`config.mk`:
```
export PLATFORM = sky130hd
export DESIGN_NAME = lp_lane_decoder
export DESIGN_NICKNAME = d
export VERILOG_FILES = /design/src/rtl/lp_lane_decoder.sv
export SDC_FILE = /design/constraint.sdc
export NUM_CORES = 1
export LEC_CHECK = 0
export ABC_CLOCK_PERIOD_IN_PS = 2970
export BUFFER_PORTS_ARGS = -buffer_cell sky130_fd_sc_hd__buf_2
export CORE_MARGIN = 5
export CORE_UTILIZATION = 58
export CTS_CLUSTER_SIZE = 25
export DETAILED_ROUTE_END_ITERATION = 10
export GPL_TIMING_DRIVEN = 0
export HOLD_SLACK_MARGIN = 0.02
export PLACE_DENSITY_LB_ADDON = 0.08
export RECOVER_POWER = 25
export SETUP_SLACK_MARGIN = 0.4
export SLEW_MARGIN = 10
export SYNTH_ARGS = -nofsm -noshare
export SYNTH_HDL_FRONTEND = slang
export SYNTH_SLANG_ARGS = --single-unit
```
`constraint.sdc`:
```
create_clock -name clk -period 2.97 [get_ports clk]
set_input_delay 0.594 -clock clk [delete_from_list [all_inputs] [get_ports clk]]
set_output_delay 0.594 -clock clk [all_outputs]
set_load 0.005 [all_outputs]
```
`src/rtl/lp_lane_decoder.sv`:
```
module lp_lane_decoder #(
  parameter int          WAKE_TICKS = 1000,
  parameter logic [7:0]  ULPS_CMD   = 8'h1E
) (
  input  logic       clk,
  input  logic       rst_n,
  input  logic [1:0] lp_lines,
  input  logic       tick,
  output logic       stop_o,
  output logic       hs_o,
  output logic       esc_o,
  output logic       ulps_o,
  output logic       bta_o,
  output logic       cmd_valid_o,
  output logic [7:0] cmd_o,
  output logic       data_valid_o,
  output logic [7:0] data_o,
  output logic       seq_err_o,
  output logic       bit_err_o
);
  localparam int CW = $clog2(WAKE_TICKS + 1);
  localparam logic [1:0] L00 = 2'b00, L01 = 2'b01, L10 = 2'b10, L11 = 2'b11;

  typedef enum logic [3:0] {
    WAIT_STOP, STOP, HS_REQ, HS_ON, ENT_A, ENT_B, ENT_ESC, ENT_BTA,
    SPACE, MARK, ULPS, WAKE
  } st_t;

  st_t st, nst;
  logic [1:0]    prev;
  logic [CW-1:0] cnt;
  logic [7:0]    bits;
  logic [2:0]    nbit;
  logic          have_cmd;
  logic          serr, berr, take, bta, wake_ld;

  wire       chg      = lp_lines != prev;
  wire [7:0] newbyte  = {prev == L10, bits[7:1]};
  wire       byte_end = take && nbit == 3'd7;

  assign stop_o = st == STOP;
  assign hs_o   = st == HS_ON;
  assign esc_o  = st == SPACE || st == MARK;
  assign ulps_o = st == ULPS || st == WAKE;

  always_comb begin
    nst = st; serr = 1'b0; berr = 1'b0; take = 1'b0; bta = 1'b0; wake_ld = 1'b0;
    if (st == WAIT_STOP) begin
      if (lp_lines == L11) nst = STOP;
    end else if (chg) begin
      case (st)
        STOP:    if (lp_lines == L10) nst = ENT_A;
                 else if (lp_lines == L01) nst = HS_REQ;
                 else serr = 1'b1;
        HS_REQ:  if (lp_lines == L00) nst = HS_ON; else serr = 1'b1;
        HS_ON:   if (lp_lines == L11) nst = STOP;
        ENT_A:   if (lp_lines == L00) nst = ENT_B; else serr = 1'b1;
        ENT_B:   if (lp_lines == L01) nst = ENT_ESC;
                 else if (lp_lines == L10) nst = ENT_BTA;
                 else serr = 1'b1;
        ENT_ESC: if (lp_lines == L00) nst = SPACE; else serr = 1'b1;
        ENT_BTA: if (lp_lines == L00) begin bta = 1'b1; nst = WAIT_STOP; end
                 else serr = 1'b1;
        SPACE:   if (lp_lines == L01 || lp_lines == L10) nst = MARK; else serr = 1'b1;
        MARK:    if (lp_lines == L00) begin
                   take = 1'b1;
                   nst  = SPACE;
                   if (nbit == 3'd7 && !have_cmd && newbyte == ULPS_CMD) nst = ULPS;
                 end else if (lp_lines == L11) begin
                   if (prev == L10) nst = STOP; else serr = 1'b1;
                 end else begin
                   berr = 1'b1;
                   nst  = WAIT_STOP;
                 end
        ULPS:    if (lp_lines == L10) begin nst = WAKE; wake_ld = 1'b1; end
                 else serr = 1'b1;
        WAKE:    if (lp_lines == L11 && cnt == '0) nst = STOP; else serr = 1'b1;
        default: serr = 1'b1;
      endcase
      if (serr) nst = WAIT_STOP;
    end
  end

  always_ff @(posedge clk or negedge rst_n) begin
    if (!rst_n) begin
      st           <= WAIT_STOP;
      prev         <= L11;
      cnt          <= '0;
      bits         <= '0;
      nbit         <= '0;
      have_cmd     <= 1'b0;
      cmd_o        <= '0;
      data_o       <= '0;
      cmd_valid_o  <= 1'b0;
      data_valid_o <= 1'b0;
      seq_err_o    <= 1'b0;
      bit_err_o    <= 1'b0;
      bta_o        <= 1'b0;
    end else begin
      st           <= nst;
      prev         <= lp_lines;
      seq_err_o    <= serr;
      bit_err_o    <= berr;
      bta_o        <= bta;
      cmd_valid_o  <= byte_end && !have_cmd;
      data_valid_o <= byte_end && have_cmd;
      if (wake_ld) cnt <= CW'(WAKE_TICKS);
      else if (st == WAKE && tick && cnt != '0) cnt <= cnt - 1'b1;
      if (take) begin
        bits <= newbyte;
        nbit <= nbit + 3'd1;
      end
      if (byte_end) begin
        if (have_cmd) data_o <= newbyte;
        else          cmd_o  <= newbyte;
        have_cmd <= 1'b1;
      end
      if (nst != SPACE && nst != MARK) begin
        nbit     <= '0;
        have_cmd <= 1'b0;
      end
    end
  end
endmodule


```
## After elaboration in Yosys (flattened, before gate mapping)

Cells that the tools add are included.

- Bits of input ports: 5
- Output and inout bits: 25
- Word-level logic and storage cells: 116
- Register bits after elaboration: 49

- Multiplexer cells: 57
- Equality and inequality tests: 20
- $add $sub $neg: 2
- Reductions and logical operators: 23
- Bitwise operators: 1

Operator list:

| operator | count |
|---|---|
| $mux 4 | 18 |
| $pmux 4 s11 | 1 |
| $mux 1 | 32 |
| $mux 10 | 2 |
| $eq 4x3->1 const B | 4 |
| $eq 4x4->1 const B | 4 |
| $logic_not 10->1 | 1 |
| $reduce_bool 10->1 | 1 |
| $sub 10x1->10 const B | 1 |
| $logic_and 1x1->1 | 9 |
| $eq 4x2->1 const B | 2 |
| $eq 8x5->1 const B | 1 |
| $ne 4x4->1 const B | 2 |
| $pmux 1 s8 | 1 |
| $eq 2x2->1 const B | 3 |
| $mux 3 | 2 |
| $reduce_bool 2->1 | 3 |
| $eq 4x1->1 const B | 1 |
| $logic_not 4->1 | 1 |
| $reduce_and 2->1 | 2 |
| $reduce_or 4->1 | 1 |
| $add 3x1->3 const B | 1 |
| $eq 3x3->1 const B | 1 |
| $logic_or 1x1->1 | 3 |
| 6 further kinds | 6 |

## Depth between registers and ports, before layout

- Depth in word-level cells: 13
- Mapped depth: 9
- Gate-level depth less buffers: 8

## Worst setup path after synthesis

OpenSTA, ideal clock, no wires.

- Kind: input-to-reg
- Start: input lp_lines[0]
- End: register cmd_o[0]
- Buffers on the path: 2
- Data arrival time: 2.112 ns
- Data required time: 2.845 ns
- Path slack: 0.733 ns
- Setup time: 0.125 ns
- Cell stages on the path: 7
- Cells stage by stage: inv_1 ha_1 clkbuf_1 nand3_1 nor3b_1 buf_2 mux2_2

- Cells in the longest elaborated chain, start to end: 7
- Elaborated cells between the ends (all ways): 8
- Classes of those cells: eq/ne: 1; mux: 4; reduce/logical: 3

Ends and longest elaborated chain:

| element | line | RTL |
|---|---|---|
| from (decl) | 7 | `input logic [1:0] lp_lines,` |
| $logic_not 2->1 | 65 | `MARK: if (lp_lines == L00) begin` |
| $mux 1 | 65 |  |
| $mux 1 | 51 | `case (st)` |
| $mux 1 (*) | 50 | `end else if (chg) begin` |
| $mux 1 (*) | 48 | `if (st == WAIT_STOP) begin` |
| $logic_and 1x1->1 (*) | 39 | `wire byte_end = take && nbit == 3'd7;` |
| $reduce_and 2->1 (no line) (*) | -- |  |
| to (signal assigned) | 115 | `else cmd_o <= newbyte;` |
| to (decl) | 15 | `output logic [7:0] cmd_o,` |

Every way passes the cells marked *; elsewhere a longest branch is shown, timed or not.
A chain may end at the register's enable or synchronous reset.

## Worst setup path after layout

- Start: input lp_lines[0]
- End: register cmd_o[1]

Same word-level chain as after synthesis.

==> impl_metrics.csv <==
group,metric,value,unit
clock_tree,postCtsSetupRepairBufs,0,
global_route,grt_usage,18.81,%
clock_tree,clk_pin_slew_worst_paths,0.10,ns
floorplanning,fp.coreArea,4294,sq um
hold_path,min_from,"lp_lines[1]",
setup_path,crit_family,"buffers and inverters",
global_route,antenna_found_initial,0,
pwr,peakVddDrop,373.6,uV
pwr,total_power,1.241,mW
yosys,syn-num-nets,245,
yosys,ys_seq_area_share,47.86,%
setup_path,cp_max_fo,10,
setup_path,cp_cell_sequence,"clkbuf_1 > inv_1 > ha_1 > clkbuf_1 > nand3_2 > nor3b_1 > buf_2 > mux2_2",
setup_path,cp-start-kind,"primary input",
hold_path,min_to,"prev[1]",
global_route,overflow,0,
setup_path,arrival,2.62,ns
yosys,yosysWarnings,0,
timing,relSlewSlack,31.64,%
setup_path,cp_data_required_time,3.16,ns
timing,setup_viol,0,
hold_path,worstHoldPathCells,1,
yosys,async_flop_share,100.0,%
floorplanning,row_count,24,
global_route,grt_pass1_wl,8.211,mm
global_route,grt_start_max_net_pins,49,
placed_design,gp_congestion,0.8283,
yosys,ys_ff_latch,48,
placed_design,port_buffers,29,
timing,drv_slew,0,
placed_design,dp.cells,313,
routing,vias,1841,
timing,finalHoldViolCount,0,
finish,area_growth,13.03,%
finish,fin_area,2843,sq um
setup_path,critPathMaxStageDelay,0.38,ns
placed_design,postPlaceCellArea,2725,sq um
routing,drtPass1Iterations,4,
setup_path,regToRegStartpoint,"st[2]",
yosys,yosys.cell_types.count,59,
routing,via_per_inst,5.735,
floorplanning,fp.dieH,75.85,microns
setup_path,path_class,"primary input to flip-flop",
clock_tree,cts_tree,"yes",
yosys,synth-edff-count,0,
setup_path,crit_path_end_kind,"flip-flop",
pwr,power_density,436.5,nW/um^2
hold_path,hp-class,"primary input to flip-flop",
finish,antenna_cells,0,
clock_tree,clockRootBuffer,"clkbuf_8",
yosys,avgSynthCellArea,10.84,sq um
setup_path,ff2ff_setup_slack,0.68,ns
finish,regArea,1204,sq um
floorplanning,dieWidth,75.85,microns
timing,min_period,2.429,ns
setup_path,rr_worst_depth,6,
clock_tree,clock_latency,0.31,ns
status,status,"complete, no violations",
routing,drt_wl_total,4.897,mm
finish,multi_input_area,1229,sq um
pwr,leakage,1.427,nW
clock_tree,cts_made_buffers,5,
yosys,synth_ff_type,"dfrtp_1",
yosys,syn_inst,232,
timing,fin_hold_ws,0.4343,ns
setup_path,rr_endpoint,"data_o[0]",
routing,avgRoutedWirePerCell,15.26,microns
routing,drc_errors,0,
clock_tree,clock_path_buffers,2,
floorplanning,io_pins,30,
setup_path,critPathBufInv,4,
flow_run,cap_violations,0,
global_route,grt_pass1_vias,1704,
finish,fill_cells,340,
placed_design,dp_hpwl,3.422,mm
timing,fin_skew,0.01601,ns
floorplanning,initial_utilization,58.57,%
floorplanning,dieArea,5753,sq um
routing,ant_nets,0,
setup_path,slowest_stage,"clkbuf_1",
finish,fin_cells,321,
timing,setup_tns,0,ns
timing,rsz0062_at_grt,"false",
routing,drt_iter0_drc,174,
timing,finalCritPeriodShare,81.80,%
finish,drive_above_1_share,28.62,%
timing,tightest_slew,1.025,ns
setup_path,cp_common_cell,"clkbuf_1",
clock_tree,clkSinkCount,48,
timing,fmax,411.6,MHz
yosys,syn_area,2515,sq um
clock_tree,h-tree-depth,2,
finish,nNetsFinal,281,
power by group:
part           switching, mW  leakage (nW)  total (mW)  internal, mW
Clock                  0.232        0.0548       0.486         0.254
Combinational         0.0609         0.715      0.0916        0.0307
Sequential           0.00430         0.657       0.663         0.659
Total                  0.298          1.43        1.24         0.943
Yosys cell counts (all sizes together) (2+ instances only):
cell	count	area share (%)
a211oi	3	0.90
a21oi	7	1.4
a31oi	2	0.50
and3	4	1.2
and4	2	0.80
buf	4	0.80
clkbuf	7	1.0
dfrtp	46	46
dfstp	2	2.1
ha	8	4.0
inv	11	1.6
mux2	20	9.0
mux2i	4	1.6
nand2	26	3.9
nand2b	3	0.75
nand3	4	0.80
nand3b	2	0.60
nor2	11	1.6
nor2b	2	0.50
nor3	9	1.8
nor3b	2	0.60
nor4	2	0.50
o21a	2	0.60
o21ai	7	1.4
o22ai	3	0.75
o311a	2	1.2
o31ai	2	0.80
or3	2	0.50
xnor2	4	1.4
xor2	6	2.1
state kept, by name, indices dropped and copies added, names as in the netlist, 2 cells and up:
name / flops
cnt: 10
cmd_o: 8
data_o: 8
bits: 7
st: 4
nbit: 3
prev: 2
logic make-up after synthesis:
| family | Yosys count | synth area share, % |
|---|---|---|
| buffers and inverters | 22 | 3.483 |
| and+or+nand+nor | 79 | 18.06 |
| xor gates and xnor gates | 10 | 3.482 |
| muxes | 24 | 10.55 |
| DFF | 48 | 47.86 |
| AOI/OAI and AO/OA | 41 | 12.59 |
| adders and majority gates | 8 | 3.980 |
layout by cell type, fill, tap and decap left out, drive strengths merged, types with 3 or more instances in the layout:
cell	count
dfrtp	46
buf	31
nand2	26
mux2	20
clkbuf	14
inv	12
nor2	11
nor3	9
ha	8
a21oi	7
o21ai	7
xor2	6
mux2i	4
xnor2	4
nand3	4
and3	4
nand2b	3
a211oi	3
o22ai	3
per-stage QoR:
stage	setup WS (ns)	util, %
floorplan	0.7331	-
finish	0.5407	66.20
CTS	0.5255	66.14
detailed placement	0.2006	63.46
global route	0.3802	66.20
global placement	0.2089	63.46
worst register-to-register path: stages, from the launching register on:
cell	delay, ns
dfrtp_1	0.37
clkbuf_1	0.20
and4bb_2	0.41
and3_1	0.17
buf_2	0.21
nand3_1	0.39
mux2_2	0.41
worst max-delay path by stage:
stage	startpoint	to	slack [ns]	depth (start not counted)
finish	lp_lines[0]	cmd_o[1]	0.54	8
floorplan	lp_lines[0]	cmd_o[0]	0.73	7
global placement	lp_lines[0]	cmd_o[2]	0.21	8
detailed placement	lp_lines[0]	cmd_o[1]	0.20	8
CTS	lp_lines[0]	cmd_o[1]	0.53	8
global route	lp_lines[0]	nbit[0]	0.38	9
layer usage:
metal	share of wire (%)	GRT usage (%)	vias to the layer above
li1	-	-	906
met1	48	27.68	881
met2	46	27.47	44
met3	4.5	4.354	10
met4	1.5	5.825	0
met5	0	0	-
cell type report:
| class | instances | share of cell area [%] |
|---|---|---|
| multi-input combinational | 162 | 43.22 |
| sequential | 48 | 42.34 |
| timing repair buffer | 29 | 5.018 |
| clock buffer | 5 | 2.421 |
| tap | 52 | 2.289 |
| clock inverter | 3 | 1.629 |
| buffer | 11 | 1.629 |
| inverter | 11 | 1.452 |
what timing repair did:
| action | 4_1_cts | 5_1_grt |
|---|---|---|
| hold buffers | 0 | 0 |
| resized for setup | 0 | 1 |
| setup endpoints to repair | 0 | 7 |
Power figures use the tool's default switching activity.
